## src/rtl/supsel_pkg.sv

```systemverilog
package supsel_pkg;
  typedef enum logic [1:0] {TGT_NONE = 2'd0, TGT_S1 = 2'd1, TGT_S2 = 2'd2} tgt_e;
  typedef enum logic [2:0] {
    ST_OPEN = 3'd0, ST_TR1 = 3'd1, ST_ON1 = 3'd2, ST_TR2 = 3'd3, ST_ON2 = 3'd4
  } st_e;
  localparam int STAGE_W  = 3;
  localparam int LAST_STG = 4;
endpackage

```

## src/rtl/supsel_target.sv

```systemverilog
module supsel_target
  import supsel_pkg::*;
#(
  parameter bit STRICT_FALLBACK = 1'b0
) (
  input  logic s1_ok,
  input  logic s1_over,
  input  logic s2_ok,
  input  logic gate,
  output tgt_e tgt
);
  logic fallback_ok;

  generate
    if (STRICT_FALLBACK) begin : g_strict
      assign fallback_ok = s1_over && s2_ok;
    end else begin : g_loose
      assign fallback_ok = s2_ok;
    end
  endgenerate

  always_comb begin
    tgt = TGT_NONE;
    if (gate) begin
      if (s1_ok)            tgt = TGT_S1;
      else if (fallback_ok) tgt = TGT_S2;
    end
  end
endmodule

```

## src/rtl/supsel_out_fsm.sv

```systemverilog
module supsel_out_fsm
  import supsel_pkg::*;
#(
  parameter int STEP_TICKS = 250
) (
  input  logic               clk,
  input  logic               rst_n,
  input  logic               tick,
  input  logic               force_off,
  input  tgt_e               tgt,
  input  logic               above,
  output logic               en1,
  output logic               en2,
  output logic [STAGE_W-1:0] stg1,
  output logic [STAGE_W-1:0] stg2
);
  localparam int CNT_W = (STEP_TICKS > 1) ? $clog2(STEP_TICKS) : 1;
  localparam logic [CNT_W-1:0] CNT_LAST = CNT_W'(STEP_TICKS - 1);

  st_e                st;
  logic [STAGE_W-1:0] stg;
  logic [CNT_W-1:0]   cnt;
  tgt_e               mine;

  always_comb begin
    case (st)
      ST_TR1, ST_ON1: mine = TGT_S1;
      ST_TR2, ST_ON2: mine = TGT_S2;
      default:        mine = TGT_NONE;
    endcase
  end

  always_ff @(posedge clk) begin
    if (!rst_n || force_off) begin
      st  <= ST_OPEN;
      stg <= '0;
      cnt <= '0;
    end else begin
      case (st)
        ST_OPEN: begin
          stg <= '0;
          cnt <= '0;
          if (tick) begin
            if (tgt == TGT_S1)      st <= ST_TR1;
            else if (tgt == TGT_S2) st <= ST_TR2;
          end
        end
        ST_TR1, ST_TR2: begin
          if (tgt != mine) begin
            st  <= ST_OPEN;
            stg <= '0;
            cnt <= '0;
          end else if (stg == '0) begin
            if (tick && !above) begin
              stg <= STAGE_W'(1);
              cnt <= '0;
            end
          end else if (tick) begin
            if (cnt == CNT_LAST) begin
              cnt <= '0;
              if (stg == STAGE_W'(LAST_STG)) st <= (st == ST_TR1) ? ST_ON1 : ST_ON2;
              else                           stg <= stg + STAGE_W'(1);
            end else begin
              cnt <= cnt + CNT_W'(1);
            end
          end
        end
        default: begin
          if (tgt != mine) begin
            st  <= ST_OPEN;
            stg <= '0;
            cnt <= '0;
          end
        end
      endcase
    end
  end

  assign en1  = (st == ST_ON1) || ((st == ST_TR1) && (stg != '0));
  assign en2  = (st == ST_ON2) || ((st == ST_TR2) && (stg != '0));
  assign stg1 = en1 ? stg : '0;
  assign stg2 = en2 ? stg : '0;

  a_r7_no_overlap: assert property (@(posedge clk) disable iff (!rst_n)
    !(en1 && en2));
  a_r7_open_before_close1: assert property (@(posedge clk) disable iff (!rst_n)
    $rose(en1) |-> $past(!en1 && !en2));
  a_r7_open_before_close2: assert property (@(posedge clk) disable iff (!rst_n)
    $rose(en2) |-> $past(!en1 && !en2));
  a_r5_discharged_first: assert property (@(posedge clk) disable iff (!rst_n)
    ($rose(en1) || $rose(en2)) |-> $past(!above && tick));
  a_r8_force_opens: assert property (@(posedge clk) disable iff (!rst_n)
    $past(force_off) |-> (!en1 && !en2 && stg1 == '0 && stg2 == '0));
  a_r6_step_by_one: assert property (@(posedge clk) disable iff (!rst_n)
    (en1 && $past(en1) && stg1 != $past(stg1)) |-> (stg1 == $past(stg1) + STAGE_W'(1) && $past(tick)));
  a_r6_stage_range: assert property (@(posedge clk) disable iff (!rst_n)
    stg1 <= STAGE_W'(LAST_STG) && stg2 <= STAGE_W'(LAST_STG));
endmodule

```

## src/rtl/supsel_ctrl.sv

```systemverilog
module supsel_ctrl
  import supsel_pkg::*;
#(
  parameter int STEP_TICKS = 250,
  parameter int N_OUT      = 2
) (
  input  logic                       clk,
  input  logic                       rst_n,
  input  logic                       tick,
  input  logic                       sup1_ok,
  input  logic                       sup1_over,
  input  logic                       sup2_ok,
  input  logic                       outb_gate,
  input  logic                       outa_above,
  input  logic                       outb_above,
  input  logic                       force_off,
  output logic [2*N_OUT-1:0]         sw_en,
  output logic [2*N_OUT*STAGE_W-1:0] sw_stage
);
  logic [N_OUT-1:0] gate_v;
  logic [N_OUT-1:0] above_v;

  assign gate_v  = {outb_gate, 1'b1};
  assign above_v = {outb_above, outa_above};

  for (genvar i = 0; i < N_OUT; i++) begin : g_out
    tgt_e tgt;

    supsel_target #(.STRICT_FALLBACK(i != 0)) u_tgt (
      .s1_ok   (sup1_ok),
      .s1_over (sup1_over),
      .s2_ok   (sup2_ok),
      .gate    (gate_v[i]),
      .tgt     (tgt)
    );

    supsel_out_fsm #(.STEP_TICKS(STEP_TICKS)) u_fsm (
      .clk       (clk),
      .rst_n     (rst_n),
      .tick      (tick),
      .force_off (force_off),
      .tgt       (tgt),
      .above     (above_v[i]),
      .en1       (sw_en[2*i]),
      .en2       (sw_en[2*i+1]),
      .stg1      (sw_stage[(2*i)*STAGE_W +: STAGE_W]),
      .stg2      (sw_stage[(2*i+1)*STAGE_W +: STAGE_W])
    );
  end

  a_r3_s1_preempts_s2: assert property (@(posedge clk) disable iff (!rst_n)
    $past(sup1_ok) |-> (!sw_en[1] && !sw_en[3]));
  a_r2_b_needs_over: assert property (@(posedge clk) disable iff (!rst_n)
    $past(!sup1_over || !outb_gate) |-> !sw_en[3]);
  a_r4_none_valid: assert property (@(posedge clk) disable iff (!rst_n)
    $past(!sup1_ok && !sup2_ok) |-> (sw_en == '0));
endmodule

```

## config.mk

```make
export PLATFORM = sky130hd
export DESIGN_NAME = supsel_ctrl
export DESIGN_NICKNAME = d
export VERILOG_FILES = /design/src/rtl/supsel_pkg.sv /design/src/rtl/supsel_target.sv /design/src/rtl/supsel_out_fsm.sv /design/src/rtl/supsel_ctrl.sv
export SDC_FILE = /design/constraint.sdc
export NUM_CORES = 1
export LEC_CHECK = 0
export BUFFER_PORTS_ARGS = -buffer_cell sky130_fd_sc_hd__buf_4
export CORE_ASPECT_RATIO = 1.25
export CORE_MARGIN = 2
export CORE_UTILIZATION = 43
export CTS_CLUSTER_DIAMETER = 150
export DETAILED_ROUTE_END_ITERATION = 7
export HOLD_SLACK_MARGIN = 0.08
export PLACE_DENSITY = 0.62
export SYNTH_ARGS = -nofsm -noshare
export SYNTH_HDL_FRONTEND = slang
export SYNTH_HIERARCHICAL = 1
export SYNTH_SLANG_ARGS = --single-unit
```

## constraint.sdc

```tcl
create_clock -name clk -period 2.69 [get_ports clk]
set_input_delay 0.538 -clock clk [delete_from_list [all_inputs] [get_ports clk]]
set_output_delay 0.538 -clock clk [all_outputs]
set_load 0.005 [all_outputs]
```

# Word-level counts from Yosys, hierarchy flattened
# Cells that the tools add are included.
# W data, S select, Z words.
[word_totals]
memories = 0
ff_bits = 28
ramBits = 0
out_inout_bits = 16
elab_cells = 144
latch_bits = 0
romBits = 0
input_bits = 10
[op_classes]
n_bitwise = 0
addsub = 4
order_cmp = 0
shift = 0
n_div = 0
n_eq_ne = 38
muxes = 61
mul = 0
reduce_logical = 35
[ops]
columns = ["operator", "n"]
rows = [
  ["$mux W3", 36],
  ["$mux W8", 12],
  ["$pmux W8 S2", 2],
  ["$pmux W3 S2", 4],
  ["$ne A3 B1 Y1 const B", 6],
  ["$add A8 B1 Y8 const B", 2],
  ["$eq A8 B8 Y1 const B", 2],
  ["$ne A4 B2 Y1 const B", 4],
  ["$reduce_and A7 Y1", 2],
  ["$eq A3 B2 Y1 const B", 4],
  ["$eq A3 B3 Y1 const B", 4],
  ["$logic_not A3 Y1", 4],
  ["$ne A3 B2 Y1 const B", 4],
  ["$reduce_bool A3 Y1", 4],
  ["$reduce_or A2 Y1", 6],
  ["$mux W2", 5],
  ["$reduce_and A5 Y1", 2],
  ["$ne A4 B1 Y1 const B", 2],
  ["$ne A4 B3 Y1 const B", 2],
  ["$pmux W2 S2", 2],
  ["$logic_and A1 B1 Y1", 7],
  ["$add A3 B1 Y3 const B", 2],
  ["$eq A3 B1 Y1 const B", 2],
  ["$reduce_and A3 Y1", 2],
  ["other kinds (6)", 16],
]

# Logic depth before layout (Yosys ltp)
# Gate-level depths: netlist of the first run.
[logic_depth]
ltp_word = 9
ltp_mapped = 9
ltp_nobuf = 7

# Modules after synthesis
# Netlist of the first run, hierarchy kept.
[by_module_without_submodules]
columns = ["module", "cells_each", "seq_area_each_um2", "area_per_inst_um2", "n_inst"]
rows = [
  ["supsel_out_fsm at g_out[1].u_fsm", 151, 280.3, 1176.1, 1],
  ["supsel_out_fsm at g_out[0].u_fsm", 148, 280.3, 1148.6, 1],
  ["supsel_target at g_out[1].u_tgt", 2, 0.0, 17.5, 1],
  ["supsel_target at g_out[0].u_tgt", 2, 0.0, 16.3, 1],
  ["supsel_ctrl", 1, 0.0, 3.8, 1],
]

# Least setup slack after synthesis of the first run
# No wires, ideal clock.
[synth_path]
kind = "input to register"
startpoint = "input port sup1_ok"
endpoint = "register g_out[1].u_fsm.cnt[1]"
setup_ns = 0.070
cell_stages = 7
arrival_time_ns = 2.091
required_time_ns = 2.620
path_buffers = 1
slack_ns = 0.528
cell_sequence = "and4b_1 inv_2 and4_4 a211o_1 buf_6 or4_1 a21oi_1"
[synth_between]
elab_chain_len = 5
word_cells_on_any_way = 9
cone_classes = "3 x eq/ne; 4 x mux; 2 x reduce/logical"
[synth_rtl]
columns = ["item", "line_no", "text"]
rows = [
  ["from (decl)", "supsel_ctrl.sv:10", "input logic sup1_ok,"],
  ["$mux W2 (*)", "supsel_target.sv:25", "if (s1_ok) tgt = TGT_S1;"],
  ["$mux W2 (*)", "supsel_target.sv:24", "if (gate) begin"],
  ["$ne A2 B2 Y1 (*)", "supsel_out_fsm.sv:49, supsel_out_fsm.sv:69", ""],
  ["$ne A4 B3 Y1 (no line) (tied with other cells)", "n/a", ""],
  ["$reduce_and A3 Y1 (no line) or $pmux W8 S2 (tied branches)", "n/a", ""],
  ["to (signal assigned)", "supsel_out_fsm.sv:64", "cnt <= cnt + CNT_W'(1);"],
  ["to (decl)", "supsel_out_fsm.sv:22", "logic [CNT_W-1:0] cnt;"],
]
# Every way passes the cells marked *; elsewhere a longest branch is shown, timed or not.
# A chain may end at the register's enable or synchronous reset.

# Worst setup path in the final report of the first run
[layout_path]
startpoint = "register g_out[1].u_fsm.st[0]"
endpoint = "output port sw_stage[9]"
[layout_between]
elab_chain_len = 4
word_cells_on_any_way = 5
cone_classes = "2 x eq/ne; 1 x mux; 2 x reduce/logical"
[layout_rtl]
columns = ["item", "line_no", "text"]
rows = [
  ["from (decl)", "supsel_out_fsm.sv:20", "st_e st;"],
  ["from (signal assigned)", "supsel_out_fsm.sv:61", "if (stg == STAGE_W'(LAST_STG)) st <= (st == ST_TR1) ? ST_ON1 : ST_ON2;"],
  ["$eq A3 B2 Y1", "supsel_out_fsm.sv:80", "assign en2 = (st == ST_ON2) || ((st == ST_TR2) && (stg != '0));"],
  ["$logic_and A1 B1 Y1", "supsel_out_fsm.sv:80", ""],
  ["$logic_or A1 B1 Y1 (*)", "supsel_out_fsm.sv:80", ""],
  ["$mux W3 (*)", "supsel_out_fsm.sv:82", "assign stg2 = en2 ? stg : '0;"],
  ["to (decl)", "supsel_ctrl.sv:18", "output logic [2*N_OUT*STAGE_W-1:0] sw_stage"],
]
# Marked as above.

==> results of run 1 <==
## layer usage
layer  up-vias  wire length [microns]  GRT usage (%)  share of wire [%]
met3         6                    284           2.20                5.1
li1       1165                      -              -                  -
met2        61                   2410           27.3                 43
met1      1056                   2820           27.4                 51
met4         0                     66           5.94                1.2
met5         -                      0              0                  0
## worst paths after layout
kind / start / endpoint / depth (start not counted)
max reg2reg: g_out[0].u_fsm/stg[0] / g_out[0].u_fsm/stg[0] / 8
max: g_out[1].u_fsm/st[0] / sw_stage[9] / 5
min reg2reg: g_out[0].u_fsm/cnt[6] / g_out[0].u_fsm/cnt[6] / 2
min: g_out[0].u_fsm/cnt[6] / g_out[0].u_fsm/cnt[6] / 2
## power groups by stage
stage                     clock network [uW]  registers, uW  logic [uW]
after floorplan                            0            430        79.5
after global placement                     0            439         102
after detailed placement                   0            439         102
after CTS                                245            429         102
after global routing                     260            431         113
final                                    235            429         103
## per-stage QoR
step | utilization, % | area, sq um | power (uW)
2_1_floorplan | - | 2370 | 509
3_3_place_gp | 48.0 | 2570 | 540
3_5_place_dp | 48.0 | 2570 | 540
4_1_cts | 48.7 | 2620 | 776
5_1_grt | 48.7 | 2620 | 805
6_report | 48.7 | 2620 | 767
## state kept, by name (all words and copies together) (netlist names)
register	flops
g_out.u_fsm/st	6
g_out.u_fsm/cnt	16
g_out.u_fsm/stg	6
## kinds of logic after synthesis
| kind of cell | count (synthesis) | synth area share (%) |
|---|---|---|
| simple gates | 130 | 34.5 |
| compound gates | 96 | 27.5 |
| buf+inv | 32 | 6.14 |
| flops | 28 | 23.7 |
| fa+ha+maj | 10 | 5.30 |
| xor+xnor | 5 | 1.85 |
| mux | 2 | 0.847 |
| other cells | 1 | 0.159 |
## worst max-delay path, stage by stage, from the launching register on
cell and delay, ns:
dfxtp_1 0.64, nor2b_1 0.27, nand2_1 0.13, o21ai_0 0.29
and2_1 0.17, buf_4 0.10
## final cells by class
cell class / count / area share (%)
clock buffer: 3 / 1.58
multi-input combinational: 245 / 63.5
tap: 64 / 3.06
timing repair buffer: 29 / 8.32
sequential: 28 / 21.4
inverter: 15 / 2.15
## Yosys cell counts (5+ instances only)
| cell | count |
|---|---|
| a21oi_1 | 21 |
| a32o_1 | 5 |
| and2_1 | 6 |
| buf_2 | 5 |
| clkbuf_1 | 7 |
| dfxtp_1 | 28 |
| ha_1 | 10 |
| inv_1 | 14 |
| nand2_1 | 21 |
| nand2b_1 | 9 |
| nand3_1 | 9 |
| nand3b_1 | 8 |
| nor2_1 | 10 |
| nor2b_1 | 9 |
| nor3_1 | 8 |
| nor3b_1 | 8 |
| o211ai_1 | 5 |
| o21ai_0 | 16 |
| o21ai_1 | 6 |
| or3_1 | 5 |
| or4_1 | 7 |
==> flow_metrics.py, run 1 <==
metrics = {
    "worst_setup_path": {
        "crit_type": "reg2out",
        "r2r_setup_slack_ns": 0.53,
        "worstPathMaxFanout": 15,
        "worst_setup_path_start_kind": "register",
        "crit_required_ns": 2.15,
        "endpoint_kind": "primary output",
        "cp.arrival_ns": 1.87,
    },
    "global_routing": {
        "antenna_found_initial": 0,
        "overflow": 0,
        "grt_max_degree": 21,
        "first_global_vias": 2014,
        "grt_usage_pct": 18.3,
        "grt_pass1_wl_microns": 9430,
    },
    "clock_network": {
        "cts_made_buffers": 3,
        "clkSinkCount": 28,
        "clk_path_buf_depth": 2,
        "cts_setup_buffers": 0,
        "insertion_delay_ns": 0.27,
        "cts_hold_buf": 0,
        "h-tree-depth": 1,
        "path_clk_slew_ns": 0.10,
        "cts_tree": "done",
        "cts_root_buffer": "clkbuf_8",
        "cts_resized": 0,
    },
    "sta": {
        "drv_slew": 0,
        "fin_crit_ns": 2.41,
        "slew_headroom_pct": 60.3,
        "worstMarginPinSlew_ns": 0.591,
        "fin_ws_ns": 0.283,
        "skew_ns": 0.00242,
        "hold_ws_ns": 0.488,
        "rsz0062_at_grt": "false",
        "fin_tns_setup_ns": 0,
        "finalHoldViolCount": 0,
        "period_share_pct": 89.5,
        "setup_violations": 0,
        "fmax_ghz": 0.415,
    },
    "floorplan": {
        "core_sq_mm": 0.00537,
        "io_pins": 26,
        "fp-row-count": 30,
        "die_x_microns": 70.3,
        "die_h_microns": 86.9,
        "die_area_sq_mm": 0.00611,
        "start_util_pct": 44.0,
    },
    "pwr": {
        "combPwrFrac_pct": 13.4,
        "powerDensity_mw_per_mm2": 293,
        "peakVddDrop_mv": 0.158,
        "internal_power_uw": 566,
        "seqPwrFrac_pct": 56.0,
        "p_clk_share_pct": 30.7,
        "power.share.switching_pct": 26.3,
        "power.leakage_uw": 0.000967,
        "switchingPower_uw": 201,
    },
    "yosys": {
        "synth-edff-count": 0,
        "syn_inst": 304,
        "yosysUniqueCellTypes": 74,
        "synth_warnings": 6,
        "synth_top_area_share_pct": 23.7,
        "ys_ff_latch": 28,
        "ys_seq_area_share_pct": 23.7,
        "synth_largest_area_cell": "dfxtp_1",
        "synth_area_sq_mm": 0.00236,
        "ys_top_cells_by_area": "dfxtp_1, ha_1, a21oi_1",
        "syn_avg_cell_area_sq_um": 7.77,
        "ys_async_sr_fraction_pct": 0,
        "synth_flop_cell": "dfxtp_1",
    },
    "finish": {
        "multi_input_area_sq_mm": 0.00166,
        "layout_common_cells": "buf_4, dfxtp_1, nand2_1, a21oi_1, o21ai_0",
        "mostFrequentLayoutCell": "buf_4",
        "regArea_sq_um": 561,
        "antenna_cells": 0,
        "final-instance-count-excl-fill": 384,
        "final_nets": 342,
        "syn_to_final_growth_pct": 10.8,
        "fillers": 538,
        "drive_above_1_share_pct": 15.0,
    },
    "routing": {
        "routed_via_density": 5.96,
        "route.detailed.drc": 0,
        "finalWirelength_microns": 5570,
        "drt_pre_antenna_iters": 4,
        "ant_nets": 0,
        "dr.first_iter.drc_count": 211,
        "routedWlPerCell_microns": 14.5,
        "vias": 2288,
    },
    "placement": {
        "pre_cts_ws_ns": 0.155,
        "placed_cells": 381,
        "numPortBuffers": 25,
        "gp_congestion": 0.837,
        "dp_hpwl_microns": 4110,
    },
    "worst_hold_path": {
        "hold_class": "reg2reg",
    },
    "flow_run": {
        "max_cap_viol_count": 0,
    },
    "outcome": {
        "status": "finished clean",
    },
}
No activity file was read; power rests on OpenSTA's default activity.
==> run 2: changes to the inputs <==
Settings changed: GPL_TIMING_DRIVEN set to 0.
==> flow_metrics.py, run 2 (synthesis gave the netlist of run 1 again) <==
metrics = {
    "placement": {
        "gp_congestion": 0.817,
        "placed_area_sq_mm": 0.00263,
        "dp_hpwl_microns": 4380,
        "placed_cells": 394,
        "numPortBuffers": 25,
    },
    "worst_setup_path": {
        "crit_required_ns": 2.15,
        "worstPathCellList": "clkbuf_1, clkbuf_2, or3b_2, o21ai_0, and2_1, buf_4",
        "worst_setup_path_start_kind": "register",
        "cp-endpoint": "sw_stage[10]",
        "worstReg2RegStart": "g_out[1].u_fsm/stg[0]",
        "slowest_delay_ns": 0.52,
        "crit_path_start": "g_out[1].u_fsm/st[1]",
        "worstReg2RegEnd": "g_out[1].u_fsm/cnt[6]",
        "worst-path-stages": 6,
        "crit_type": "reg2out",
        "worstPathMaxFanout": 10,
        "path_buf_inv": 3,
        "cp.arrival_ns": 1.94,
        "endpoint_kind": "primary output",
        "reg2reg_depth": 8,
        "r2r_setup_slack_ns": 0.51,
        "crit_slowest_cell": "or3b_2",
        "critical_path.top_delay_family": "simple AND/OR/NAND/NOR gates",
    },
    "finish": {
        "post-route-util_pct": 50.4,
        "final_area_sq_mm": 0.00271,
        "largest_register_ffs": 16,
        "layout_common_cells": "buf_4, dfxtp_1, nand2_1, a21oi_1, o21ai_0",
        "final-instance-count-excl-fill": 398,
        "reg_top3": "g_out.u_fsm/cnt x16, g_out.u_fsm/st x6, g_out.u_fsm/stg x6",
        "antenna_cells": 0,
        "final_nets": 355,
        "drive_above_1_share_pct": 16.8,
        "syn_to_final_growth_pct": 14.6,
        "fillers": 547,
        "regMostFlops": "g_out.u_fsm/cnt",
    },
    "outcome": {
        "status": "finished clean",
    },
    "clock_network": {
        "cts_resized": 0,
        "path_clk_slew_ns": 0.10,
        "cts_root_buffer": "clkbuf_8",
        "cts_tree": "done",
        "clk_path_buf_depth": 2,
        "cts_hold_buf": 0,
        "insertion_delay_ns": 0.28,
        "clkSinkCount": 28,
        "cts_made_buffers": 3,
        "cts_setup_buffers": 0,
        "h-tree-depth": 1,
    },
    "global_routing": {
        "grt_usage_pct": 19.9,
        "grt_max_degree": 17,
        "overflow": 0,
        "grtUsageMet3_pct": 2.89,
        "grt_pass1_wl_microns": 10100,
        "use_met1_pct": 28.8,
        "busiest_layer": "met2",
        "first_global_vias": 2122,
        "antenna_found_initial": 0,
        "grt_util_met2_pct": 31.2,
    },
    "routing": {
        "route.detailed.drc": 0,
        "finalWirelength_microns": 5800,
        "routed_via_density": 5.83,
        "vias": 2319,
        "routedWlPerCell_microns": 14.6,
        "drt_pre_antenna_iters": 4,
        "ant_nets": 0,
        "dr.first_iter.drc_count": 207,
    },
    "sta": {
        "setup_violations": 0,
        "drv_slew": 0,
        "fmax_ghz": 0.403,
        "rsz0062_at_grt": "false",
        "fin_crit_ns": 2.48,
        "slew_headroom_pct": 62.3,
        "period_share_pct": 92.2,
        "finalHoldViolCount": 0,
        "worstMarginPinSlew_ns": 0.562,
        "skew_ns": 0.00507,
        "fin_tns_setup_ns": 0,
    },
    "flow_run": {
        "max_cap_viol_count": 0,
    },
    "floorplan": {
        "io_pins": 26,
        "die_x_microns": 70.3,
        "start_util_pct": 44.0,
        "core_sq_mm": 0.00537,
        "die_h_microns": 86.9,
        "die_area_sq_mm": 0.00611,
        "fp-row-count": 30,
    },
    "pwr": {
        "power.leakage_uw": 0.00103,
        "peakVddDrop_mv": 0.208,
        "powerDensity_mw_per_mm2": 323,
    },
    "worst_hold_path": {
        "hold_class": "reg2reg",
    },
}
## run 2: changes by cell type in the layout (fill, tap and decap cells not counted), sizes merged
| cell | before | now |
|---|---|---|
| clkbuf | 3 | 10 |
| buf | 29 | 35 |
| bufinv | 0 | 1 |
## run 2: per-layer routing
layer	part of all wire [%]	vias to the layer above	routed length [microns]
met4	1.2	0	72
met3	4.5	6	259
met1	50	1070	2910
li1	-	1196	-
met2	44	47	2550
met5	0	-	0
## run 2: metrics by stage
step	total power [uW]	worst slack, ns	hold WS [ns]
after floorplan	509	0.528	0.452
after global placement	544	0.138	0.475
after detailed placement	546	0.125	0.490
after CTS	892	0.147	0.508
after global routing	920	0.0291	0.524
final	874	0.209	0.502
## run 2: worst min-delay path, cell delays in order (launching register included)
cell and delay, ns:
dfxtp_1 0.34, o31ai_1 0.07, a21oi_1 0.06
## run 2: worst min-delay path by stage
stage,startpoint,to,slack [ns],cells past startpoint
finish,g_out[0].u_fsm/cnt[6],g_out[0].u_fsm/cnt[6],0.50,2
global route,g_out[0].u_fsm/cnt[7],g_out[0].u_fsm/cnt[7],0.52,2
CTS,g_out[0].u_fsm/cnt[6],g_out[0].u_fsm/cnt[6],0.51,2
detailed placement,g_out[0].u_fsm/cnt[6],g_out[0].u_fsm/cnt[6],0.49,2
global placement,g_out[0].u_fsm/cnt[6],g_out[0].u_fsm/cnt[6],0.48,2
floorplan,g_out[0].u_fsm/cnt[6],g_out[0].u_fsm/cnt[6],0.45,2
## run 2: area by class of cell
cell class	instances	area (sq um)	area share [%]
repair buffers	25	188	6.93
plain buffers	17	91.3	3.37
clock buffers	3	41.3	1.52
well taps	64	80.1	2.96
inverters	15	56.3	2.08
clock inverters	1	30.0	1.11
flip-flops and latches	28	561	20.7
multi-input cells	245	1660	61.3
## run 2: report_power, final
part | internal [uW] | switching, uW
sequential | 417 | 4.51
clock | 199 | 138
combinational | 50.0 | 65.3
total | 667 | 207
